<file path="src/rtl/lsw_pkg.sv">
package lsw_pkg;
  typedef enum logic [2:0] {
    ST_OFF  = 3'd0,
    ST_TALK = 3'd1,
    ST_RING = 3'd2,
    ST_GAP  = 3'd3,
    ST_OVL  = 3'd4
  } lsw_state_e;

  localparam logic [1:0] CODE_OFF  = 2'b00;
  localparam logic [1:0] CODE_TALK = 2'b01;
  localparam logic [1:0] CODE_RING = 2'b10;
endpackage

</file>
<file path="src/rtl/lsw_sync.sv">
module lsw_sync #(
  parameter int WIDTH  = 2,
  parameter int STAGES = 2
) (
  input  logic             clk,
  input  logic             rst_n,
  input  logic [WIDTH-1:0] d_async,
  output logic [WIDTH-1:0] q_sync
);
  // Resets to 0: every flag reads "not good" until it has crossed the chain.
  for (genvar b = 0; b < WIDTH; b++) begin : g_bit
    logic [STAGES-1:0] chain;
    always_ff @(posedge clk or negedge rst_n) begin
      if (!rst_n) chain <= '0;
      else        chain <= {chain[STAGES-2:0], d_async[b]};
    end
    assign q_sync[b] = chain[STAGES-1];
  end
endmodule

</file>
<file path="src/rtl/lsw_lockout.sv">
module lsw_lockout (
  input  logic clk,
  input  logic rst_n,
  input  logic supply_s,
  input  logic latch_n,
  output logic lock_q
);
  always_ff @(posedge clk or negedge rst_n) begin
    if (!rst_n)        lock_q <= 1'b1;
    else if (!supply_s) lock_q <= 1'b1;
    else if (!latch_n)  lock_q <= 1'b0;
  end

  p_lock_entry_r7: assert property (@(posedge clk) disable iff (!rst_n)
    !supply_s |=> lock_q);

  p_lock_release_r8: assert property (@(posedge clk) disable iff (!rst_n)
    $fell(lock_q) |-> ($past(supply_s) && !$past(latch_n)));
endmodule

</file>
<file path="src/rtl/lsw_seq.sv">
module lsw_seq
  import lsw_pkg::*;
#(
  parameter int CNT_W = 8
) (
  input  logic             clk,
  input  logic             rst_n,
  input  logic             supply_s,
  input  logic             battery_s,
  input  logic             lock_q,
  input  logic             latch_n,
  input  logic             ring_req,
  input  logic             mbb_mode,
  input  logic [CNT_W-1:0] gap_cycles,
  output lsw_state_e       st
);
  lsw_state_e       st_n;
  logic [CNT_W-1:0] cnt, cnt_n;
  logic             fault, accept;

  assign fault  = !supply_s || !battery_s;
  assign accept = !lock_q && !latch_n;

  always_comb begin
    st_n  = st;
    cnt_n = cnt;
    if (fault) begin
      st_n  = ST_OFF;
      cnt_n = '0;
    end else begin
      unique case (st)
        ST_OFF, ST_TALK: begin
          if (accept) st_n = ring_req ? ST_RING : ST_TALK;
        end
        ST_RING: begin
          if (accept && !ring_req) begin
            if (gap_cycles == '0) begin
              st_n = ST_TALK;
            end else begin
              st_n  = mbb_mode ? ST_OVL : ST_GAP;
              cnt_n = gap_cycles - 1'b1;
            end
          end
        end
        ST_GAP, ST_OVL: begin
          if (cnt == '0) st_n = ST_TALK;
          else           cnt_n = cnt - 1'b1;
        end
        default: st_n = ST_OFF;
      endcase
    end
  end

  always_ff @(posedge clk or negedge rst_n) begin
    if (!rst_n) begin
      st  <= ST_OFF;
      cnt <= '0;
    end else begin
      st  <= st_n;
      cnt <= cnt_n;
    end
  end

  p_batt_off_r9: assert property (@(posedge clk) disable iff (!rst_n)
    !battery_s |=> st == ST_OFF);

  p_hold_r10: assert property (@(posedge clk) disable iff (!rst_n)
    (latch_n && supply_s && battery_s &&
     (st == ST_OFF || st == ST_TALK || st == ST_RING)) |=> st == $past(st));

  p_seq_exit_r12: assert property (@(posedge clk) disable iff (!rst_n)
    ((st == ST_GAP || st == ST_OVL) && !fault) |=>
      (st == ST_TALK || st == $past(st)));
endmodule

</file>
<file path="src/rtl/lsw_drive.sv">
module lsw_drive
  import lsw_pkg::*;
#(
  parameter int NSW = 2
) (
  input  lsw_state_e     st,
  output logic [NSW-1:0] brk_en,
  output logic [NSW-1:0] ring_en,
  output logic [1:0]     state_code
);
  logic brk_on, ring_on;

  assign brk_on  = (st == ST_TALK) || (st == ST_OVL);
  assign ring_on = (st == ST_RING) || (st == ST_OVL);

  for (genvar i = 0; i < NSW; i++) begin : g_sw
    assign brk_en[i]  = brk_on;
    assign ring_en[i] = ring_on;
  end

  always_comb begin
    unique case (st)
      ST_TALK:                 state_code = CODE_TALK;
      ST_RING, ST_GAP, ST_OVL: state_code = CODE_RING;
      default:                 state_code = CODE_OFF;
    endcase
  end
endmodule

</file>
<file path="src/rtl/lsw_ctrl.sv">
module lsw_ctrl
  import lsw_pkg::*;
#(
  parameter int CNT_W       = 8,
  parameter int NSW         = 2,
  parameter int SYNC_STAGES = 2
) (
  input  logic             clk,
  input  logic             rst_n,
  input  logic             ring_req,
  input  logic             latch_n,
  input  logic             supply_ok,
  input  logic             battery_ok,
  input  logic             mbb_mode,
  input  logic [CNT_W-1:0] gap_cycles,
  output logic [NSW-1:0]   brk_en,
  output logic [NSW-1:0]   ring_en,
  output logic [1:0]       state_code,
  output logic             lockout
);
  localparam int NFLAG = 2;

  logic [NFLAG-1:0] flags_s;
  logic             lock_q;
  lsw_state_e       st;

  lsw_sync #(.WIDTH(NFLAG), .STAGES(SYNC_STAGES)) u_sync (
    .clk     (clk),
    .rst_n   (rst_n),
    .d_async ({battery_ok, supply_ok}),
    .q_sync  (flags_s)
  );

  lsw_lockout u_lock (
    .clk      (clk),
    .rst_n    (rst_n),
    .supply_s (flags_s[0]),
    .latch_n  (latch_n),
    .lock_q   (lock_q)
  );

  lsw_seq #(.CNT_W(CNT_W)) u_seq (
    .clk        (clk),
    .rst_n      (rst_n),
    .supply_s   (flags_s[0]),
    .battery_s  (flags_s[1]),
    .lock_q     (lock_q),
    .latch_n    (latch_n),
    .ring_req   (ring_req),
    .mbb_mode   (mbb_mode),
    .gap_cycles (gap_cycles),
    .st         (st)
  );

  lsw_drive #(.NSW(NSW)) u_drive (
    .st         (st),
    .brk_en     (brk_en),
    .ring_en    (ring_en),
    .state_code (state_code)
  );

  assign lockout = lock_q;

  p_off_in_lock_r7: assert property (@(posedge clk) disable iff (!rst_n)
    lockout |-> (brk_en == '0 && ring_en == '0 && state_code == CODE_OFF));

  p_overlap_from_ring_r5: assert property (@(posedge clk) disable iff (!rst_n)
    (|brk_en && |ring_en) |-> (state_code == CODE_RING && !lockout));
endmodule

</file>
<file path="config.mk">
export PLATFORM = sky130hd
export DESIGN_NAME = lsw_ctrl
export DESIGN_NICKNAME = d
export VERILOG_FILES = /design/src/rtl/lsw_pkg.sv /design/src/rtl/lsw_sync.sv /design/src/rtl/lsw_lockout.sv /design/src/rtl/lsw_seq.sv /design/src/rtl/lsw_drive.sv /design/src/rtl/lsw_ctrl.sv
export SDC_FILE = /design/constraint.sdc
export NUM_CORES = 1
export LEC_CHECK = 0
export BUFFER_PORTS_ARGS = -buffer_cell sky130_fd_sc_hd__buf_2
export CORE_ASPECT_RATIO = 1.25
export CORE_MARGIN = 2
export CORE_UTILIZATION = 49
export DETAILED_ROUTE_END_ITERATION = 7
export MAX_ROUTING_LAYER = met4
export PLACE_DENSITY_LB_ADDON = 0.1
export SETUP_SLACK_MARGIN = 0.1
export SLEW_MARGIN = 20
export SYNTH_ARGS = -nofsm -noshare
export SYNTH_HDL_FRONTEND = slang
export SYNTH_SLANG_ARGS = --single-unit
</file>
<file path="constraint.sdc">
create_clock -name clk -period 1.92 [get_ports clk]
set_clock_uncertainty 0.1 [all_clocks]
set_input_delay 0.288 -clock clk [delete_from_list [all_inputs] [get_ports clk]]
set_output_delay 0.288 -clock clk [all_outputs]
set_load 0.02 [all_outputs]
</file>
### After elaboration in Yosys (flattened, before gate mapping)

Index checks and enable logic that the tools add are counted.

| storage, ports and cells | value |
|---|---|
| flip-flop bits (word level) | 16 |
| input bits | 15 |
| output and inout bits | 7 |
| word-level logic and storage cells | 52 |

| operators by class | value |
|---|---|
| add/sub/neg operators | 2 |
| equality and inequality tests | 10 |
| muxes and demuxes | 16 |
| reductions and logical operators | 19 |

Operator list:

| kind | count |
|---|---|
| $mux W8 | 4 |
| $mux W3 | 6 |
| $logic_not A8 Y1 | 2 |
| $pmux W8 S2 | 1 |
| $sub A8 B1 Y8 const B | 2 |
| $pmux W3 S3 | 1 |
| $eq A3 B2 Y1 const B | 2 |
| $ne A3 B1 Y1 const B | 2 |
| $ne A3 B3 Y1 const B | 2 |
| $logic_not A1 Y1 | 5 |
| $pmux W2 S2 | 1 |
| $reduce_and A4 Y1 | 1 |
| $reduce_or A2 Y1 | 2 |
| $eq A3 B1 Y1 const B | 1 |
| $eq A3 B3 Y1 const B | 1 |
| $logic_not A3 Y1 | 1 |
| $logic_or A1 B1 Y1 | 3 |
| $ne A3 B2 Y1 const B | 1 |
| $reduce_and A3 Y1 | 1 |
| $reduce_bool A3 Y1 | 1 |
| $reduce_or A3 Y1 | 1 |
| $logic_and A1 B1 Y1 | 2 |
| $mux W1 | 2 |
| $mux W2 | 1 |
| $ne A2 B2 Y1 const B | 1 |

### Longest topological paths before layout

Gate-level depths: netlist of the first run.

| depth | value |
|---|---|
| depth after elaboration | 6 |
| gate-level depth with buffers | 8 |

### Hierarchy

From an unflattened synthesis of the first run, not the netlist that was laid out.

| unflattened totals | value |
|---|---|
| cell total of the unflattened synthesis | 144 |
| area total of the unflattened synthesis | 1189.9 um^2 |

By module, submodules not included:

| module | instances | cells each | area an instance (um^2) | sequential area each (um^2) |
|---|---|---|---|---|
| lsw_seq | 1 | 125 | 965.9 | 275.3 |
| lsw_sync | 1 | 6 | 115.1 | 100.1 |
| lsw_drive | 1 | 11 | 72.6 | 0.0 |
| lsw_lockout | 1 | 2 | 36.3 | 26.3 |

### Worst setup path before layout of the first run

Ideal clock, no wire load.

| path | value |
|---|---|
| path type | reg-to-reg |
| from | register u_seq.st[1] |
| to | register u_seq.cnt[5] |
| setup time | 83 ps |
| arrival time | 1936 ps |
| data required time | 1737 ps |
| slack | -199 ps |
| cell stages (with the launch flop) | 8 |
| buffers on the path | 1 |
| path through | dfrtp_1 > or3b_1 > buf_2 > and2_4 > mux2_1 > nand3_1 > mux2_2 > a31oi_1 |

| on the way | value |
|---|---|
| longest elaborated chain between the ends | 4 |
| elaborated cells on any way between the ends | 11 |

RTL lines:

| element | RTL line | RTL |
|---|---|---|
| start: declaration | lsw_seq.sv:15 | `output lsw_state_e st` |
| start signal: assignment | lsw_seq.sv:59 | `st <= st_n;` |
| $eq A3 B2 Y1 or $eq A3 B3 Y1 (tied branches) | lsw_seq.sv:31 | `unique case (st)` |
| $reduce_or A2 Y1 | lsw_seq.sv:31 |  |
| $ne A3 B2 Y1 (no line) (tied with other cells) | n/a |  |
| $reduce_and A4 Y1 (no line) or $mux W8 (tied branches) | n/a |  |
| end signal: assignment | lsw_seq.sv:60 | `cnt <= cnt_n;` |
| end: declaration | lsw_seq.sv:18 | `logic [CNT_W-1:0] cnt, cnt_n;` |

Parallel ways exist; a longest one is shown, timed or not.
A chain may end at the register's enable or synchronous reset.

### Worst setup path in the final report of the first run

Same ends and word-level chain as after synthesis.

==> results of run 1 <==
==> registers in the layout, indices dropped and copies added (netlist names) <==
signal,flops
u_lock.lock_q,1
u_seq.cnt,8
u_seq.st,3
u_sync.g_bit.chain,4
==> final cells by class <==
type,instances,share of cell area
Sequential cell,16,0.206
Inverter,4,0.00768
Clock buffer,4,0.0186
Timing Repair Buffer,73,0.278
Tap cell,33,0.0211
Multi-Input combinational cell,114,0.469
==> layout by cell type (no fill, tap or decap), types with 3 or more instances in the layout <==
cell           count
nand3_1            3
buf_4             45
a31oi_1            4
nand4_1            3
dlygate4sd3_1      3
nand2_1           13
buf_2             17
o21ai_0            5
mux2_4             3
or3_1              3
clkbuf_4           3
a211oi_1           3
nor2b_1            3
a21oi_1            3
o31a_1             3
nand3b_1           4
nor2_1             5
nor4_1             4
dfrtp_1           14
o21ai_2            4
mux2i_1            4
nor3_1             8
buf_6              8
inv_1              4
==> worst paths after layout <==
| check | from | end | slack, ps | cells past startpoint |
|---|---|---|---|---|
| max | u_seq.st[1] | u_seq.cnt[5] | -180 | 6 |
| min | latch_n | u_lock.lock_q | 90 | 3 |
| max reg2reg | u_seq.st[1] | u_seq.cnt[5] | -180 | 6 |
| min reg2reg | u_sync.g_bit[1].chain[0] | u_sync.g_bit[1].chain[1] | 260 | 0 |
| max in group asynchronous | rst_n | u_lock.lock_q | 1060 | 2 |
| min in group asynchronous | rst_n | u_seq.st[1] | 330 | 2 |
==> synthesized netlist by cell type (5+ instances only) <==
library cell  count
dfrtp_1          15
nor2_1            5
nand2_1          16
a21oi_1           5
nor3_1           10
a31oi_1           5
o21ai_0           6
nor4_1            5
==> worst max-delay path: stages (launching register included) <==
cell and delay [ps]:
dfrtp_2 460, or3b_4 440, and2_4 170, mux2_4 310, nand3_4 100, mux2_4 320
a31oi_4 130
==> report_power, final <==
group	switching [W]	internal, W	total [W]
Sequential	0.0000127	0.000350	0.000363
Clock	0.000124	0.000116	0.000240
Combinational	0.000156	0.000152	0.000308
Total	0.000293	0.000619	0.000911
==> repair_timing <==
action	in CTS	in global routing
hold buffers	3	0
endpoints found under the hold margin	17	0
buffers inserted	4	2
endpoints found under the setup margin	14	15
resized for setup	18	22
pin swaps	3	6
==> stage by stage <==
step                 util  hold slack [ps]  worst slack (ps)
floorplan               -             -108              -100
global placement    0.689              120              -177
detailed placement  0.689              129              -252
CTS                 0.759              103              -141
global route        0.814              108              -243
finish              0.814             94.5              -177
==> layer usage <==
| layer | share of wire | vias up | global-route usage |
|---|---|---|---|
| met5 | 0 | - | - |
| met4 | 0.021 | 0 | 0.147 |
| met3 | 0.055 | 10 | 0.0300 |
| met2 | 0.52 | 60 | 0.538 |
| met1 | 0.40 | 718 | 0.343 |
| li1 | - | 684 | - |
==> kinds of logic after synthesis <==
kind of cell	after synthesis
and+or+nand+nor	63
AOI/OAI and AO/OA	42
DFF	16
buffers and inverters	14
muxes	7
xor gates and xnor gates	1
adders and majority gates	1
==> metrics, run 1 <==
synth top area cells dfrtp_1 31%, nand2_1 4.9%, nor3_1 4.1%; critical-path maximum fanout 6; status complete, but fails checks; I/O Buffers 21; Final period util 1.09; cells after synthesis 144; RSZ-0062 raised after global routing true; First-pass DRT Iterations 5; Max-cap violations 0; register area roughly 400 sq um; XOR/XNOR Fraction of Synth Area 0.00719; # IOs 22; first-pass GRT wire length around 6.5 mm; Final Worst Setup Slack -177 ps; DRT iter0 DRCs 75; antenna violations before repair 0; Detailed Place HPWL 2.82 mm; Mapped Area 1220 sq um; share of layout cells above drive strength 1 0.502; via count 1,472; Tightest Hold Check Type in -> reg; Data arrival, critical path 2240 ps; Adder-Cell Fraction of Synth Area 0.0103; worst-margin pin slew 439 ps; final hold vios 0; Synth top area share 0.308; syn nets 160; fin nets around 230; Max VDD drop 0.507 mV; std cell rows 20; die width 48.6 um; Multi-input gate area 916 sq um; number of global-route vias before repair 1,392; failing checks negative setup slack; ANT cells 0; sequential cell area fraction in the yosys report 0.330; async set-reset flop share out of synthesis 1.00; GRT Util Overall 0.301; Tot Pwr 0.000911 W; Worst setup SP type register; dpl cells 231; Starting Density 0.507; Design Area, Final 1950 sq um; Clk Latency, worst-skew pair 320 ps; CP Capture Type register; fill count 172; Avg WL per Cell roughly 18 um; Yosys cell types a little under 50; Clock Sinks 16; mux cell area share after synthesis 0.0637; Post-synth EDFFs 0; Rel. slew slack 0.706; CP required 2070 ps; Final GP Congestion 0.973; simple-gate share of the synthesized area 0.276; Period minus WS final 2100 ps; synth-to-layout area growth 60.5%; TNS Setup -1390 ps; largest family of logic cells by synthesized area simple AND/OR/NAND/NOR gates; core area between 2000 and 2500 sq um; CP Class reg -> reg; Die ar. 2900 sq um; Antenna Violating Nets Remaining 0; Synth Register Bits 16; PwrDens 466 nW/um^2; synth warn 0; DRC Markers 0; final wirelength 4.28 mm; H-tree levels 1; Compound-Gate Fraction of Synth Area 0.254; Most used DFF post-synth dfrtp_1; number of buffers created by CTS 3; Clock Path Buffers 2; clk slew on worst S/H paths 110 ps; CTS tree built; fmax 477 MHz; Die Y 59.7 um; fin cells 244; Pleak roughly 0.87 nW; Final Max Slew Viols 0; Setup violations, final 12; syn_area_per_cell ~8.5 sq um; post-synth top area cell dfrtp_1; CTS root buffer clkbuf_4; largest net degree at the start of global routing 17; vias per inst 6.03; DP Area 1660 sq um; Remaining Overflow, GRT 0
Note: power is estimated with default switching activity, not from simulation.
==> inputs of run 2 (changes only) <==
CORE_MARGIN = not set   (was 2)
RECOVER_POWER = 100   (was not set)
==> metrics, run 2 (synthesis results as in run 1) <==
status complete, but fails checks; failing checks negative setup slack; Pleak roughly 0.9 nW; CP Capture Type register; RSZ-0062 raised after global routing true; Final period util 1.18; CP required 1990 ps; Clk Latency, worst-skew pair 290 ps; combinational fraction of design power 0.386; Sw Pwr 0.000315 W; Final Max Slew Viols 0; Tightest Hold Check Type in -> reg; TNS Setup -1420 ps; max reg flops 8; Starting Density 0.533; synth-to-layout area growth 73.1%; top flop regs u_seq.cnt x8, u_sync.g_bit.chain x4, u_seq.st x3; largest net degree at the start of global routing 17; share of layout cells above drive strength 1 0.569; DRC Markers 0; core area 2280 sq um; Die Y 57.7 um; Clock Sinks 16; worst-margin pin slew 560 ps; H-tree levels 1; Data arrival, critical path 2330 ps; fin util 0.923; die width 46.6 um; Final Worst Setup Slack -344 ps; PwrDens 456 nW/um^2; Worst setup SP type register; GRT Util Overall 0.358; Detailed Place HPWL 2.87 mm; fin nets 233; final hold vios 0; P_int 0.000645 W; pre-CTS setup slack -183 ps; ANT cells 0; CP Class reg -> reg; most common cell after layout, fill and taps aside buf_4; Rel. slew slack 0.623; std cell rows 19; Setup violations, final 12; fill count 86; Clock power frac 0.231; # IOs 22; First-pass DRT Iterations 5; final wirelength 5.75 mm; register share of total power 0.383; number of global-route vias before repair between 1,000 and 1,500; antenna violations before repair 0; most frequent cells in the layout 39 x buf_4, 18 x buf_2, 17 x buf_6; DRT iter0 DRCs approximately 170; Avg WL per Cell around 23 um; Max VDD drop 0.390 mV; Antenna Violating Nets Remaining 0; via count 1,709; Biggest register u_seq.cnt; Max-cap violations 0; Final GP Congestion 0.938; vias per inst 6.92; I/O Buffers 21; CTS tree built; Clock Path Buffers 2; Remaining Overflow, GRT 0; CTS root buffer clkbuf_4; clk slew on worst S/H paths around 100 ps; fmax 442 MHz; first-pass GRT wire length 6.70 mm; number of buffers created by CTS 3; Die ar. roughly 2700 sq um; Sw Share 0.328; Period minus WS final 2260 ps; Tot Pwr 0.000961 W; critical-path maximum fanout 7
run 2: power groups by stage:
| stage | Sequential, W | Combinational (W) | Clock, W |
|---|---|---|---|
| after floorplan | 0.000368 | 0.000129 | 0 |
| after global placement | 0.000369 | 0.000245 | 0 |
| after detailed placement | 0.000370 | 0.000252 | 0 |
| after CTS | 0.000364 | 0.000285 | 0.000230 |
| after global routing | 0.000369 | 0.000388 | 0.000245 |
| final | 0.000368 | 0.000371 | 0.000222 |
run 2: layout make-up:
cell class              count  area, sq um  area share
clock buffers               4         36.3      0.0172
inverters                   4         15.0     0.00713
multi-input cells         114          987       0.469
flip-flops and latches     16          405       0.192
well taps                  31         38.8      0.0184
repair buffers             78          624       0.296
run 2: through the flow:
| stage | std cells | hold WS, ps | instance area (sq um) |
|---|---|---|---|
| CTS | 244 | 108 | 1880 |
| global placement | 232 | 119 | 1690 |
| finish | 247 | 162 | 2110 |
| detailed placement | 232 | 124 | 1690 |
| floorplan | 144 | -108 | 1250 |
| global route | 247 | 152 | 2110 |
run 2: path summary, 6_finish.rpt:
path                                          start                       end  cells past startpoint  slack [ps]
setup reg to reg                        u_seq.st[1]              u_seq.cnt[6]                      8        -340
max in group asynchronous                     rst_n             u_lock.lock_q                      2        1060
setup / recovery                        u_seq.st[1]              u_seq.cnt[6]                      8        -340
hold / removal                              latch_n             u_lock.lock_q                      3         160
hold reg to reg            u_sync.g_bit[1].chain[0]  u_sync.g_bit[1].chain[1]                      0         260
min in group asynchronous                     rst_n               u_seq.st[2]                      2         340
run 2: timing repair:
item | CTS | global route
setup endpoints to repair | 14 | 14
hold buffers | 3 | 0
resized for setup | 25 | 39
endpoints found under the hold margin | 17 | 0
setup buffers | 5 | 3
pin swaps | 12 | 19
run 2: worst max-delay path, cell delays in order (launching register included):
cell	delay, ps
dfrtp_2	470
buf_6	150
nor3_2	250
o21ai_2	130
o311ai_4	130
ha_4	250
a21oi_1	100
o21ai_0	470
a21oi_2	100
run 2: routing by layer:
| layer | vias up | wire length, um | GRT usage |
|---|---|---|---|
| met5 | - | 0 | - |
| met4 | 0 | 469 | 0.218 |
| met3 | 55 | 570 | 0.0685 |
| met2 | 159 | 2710 | 0.546 |
| met1 | 800 | 2000 | 0.421 |
| li1 | 695 | - | - |
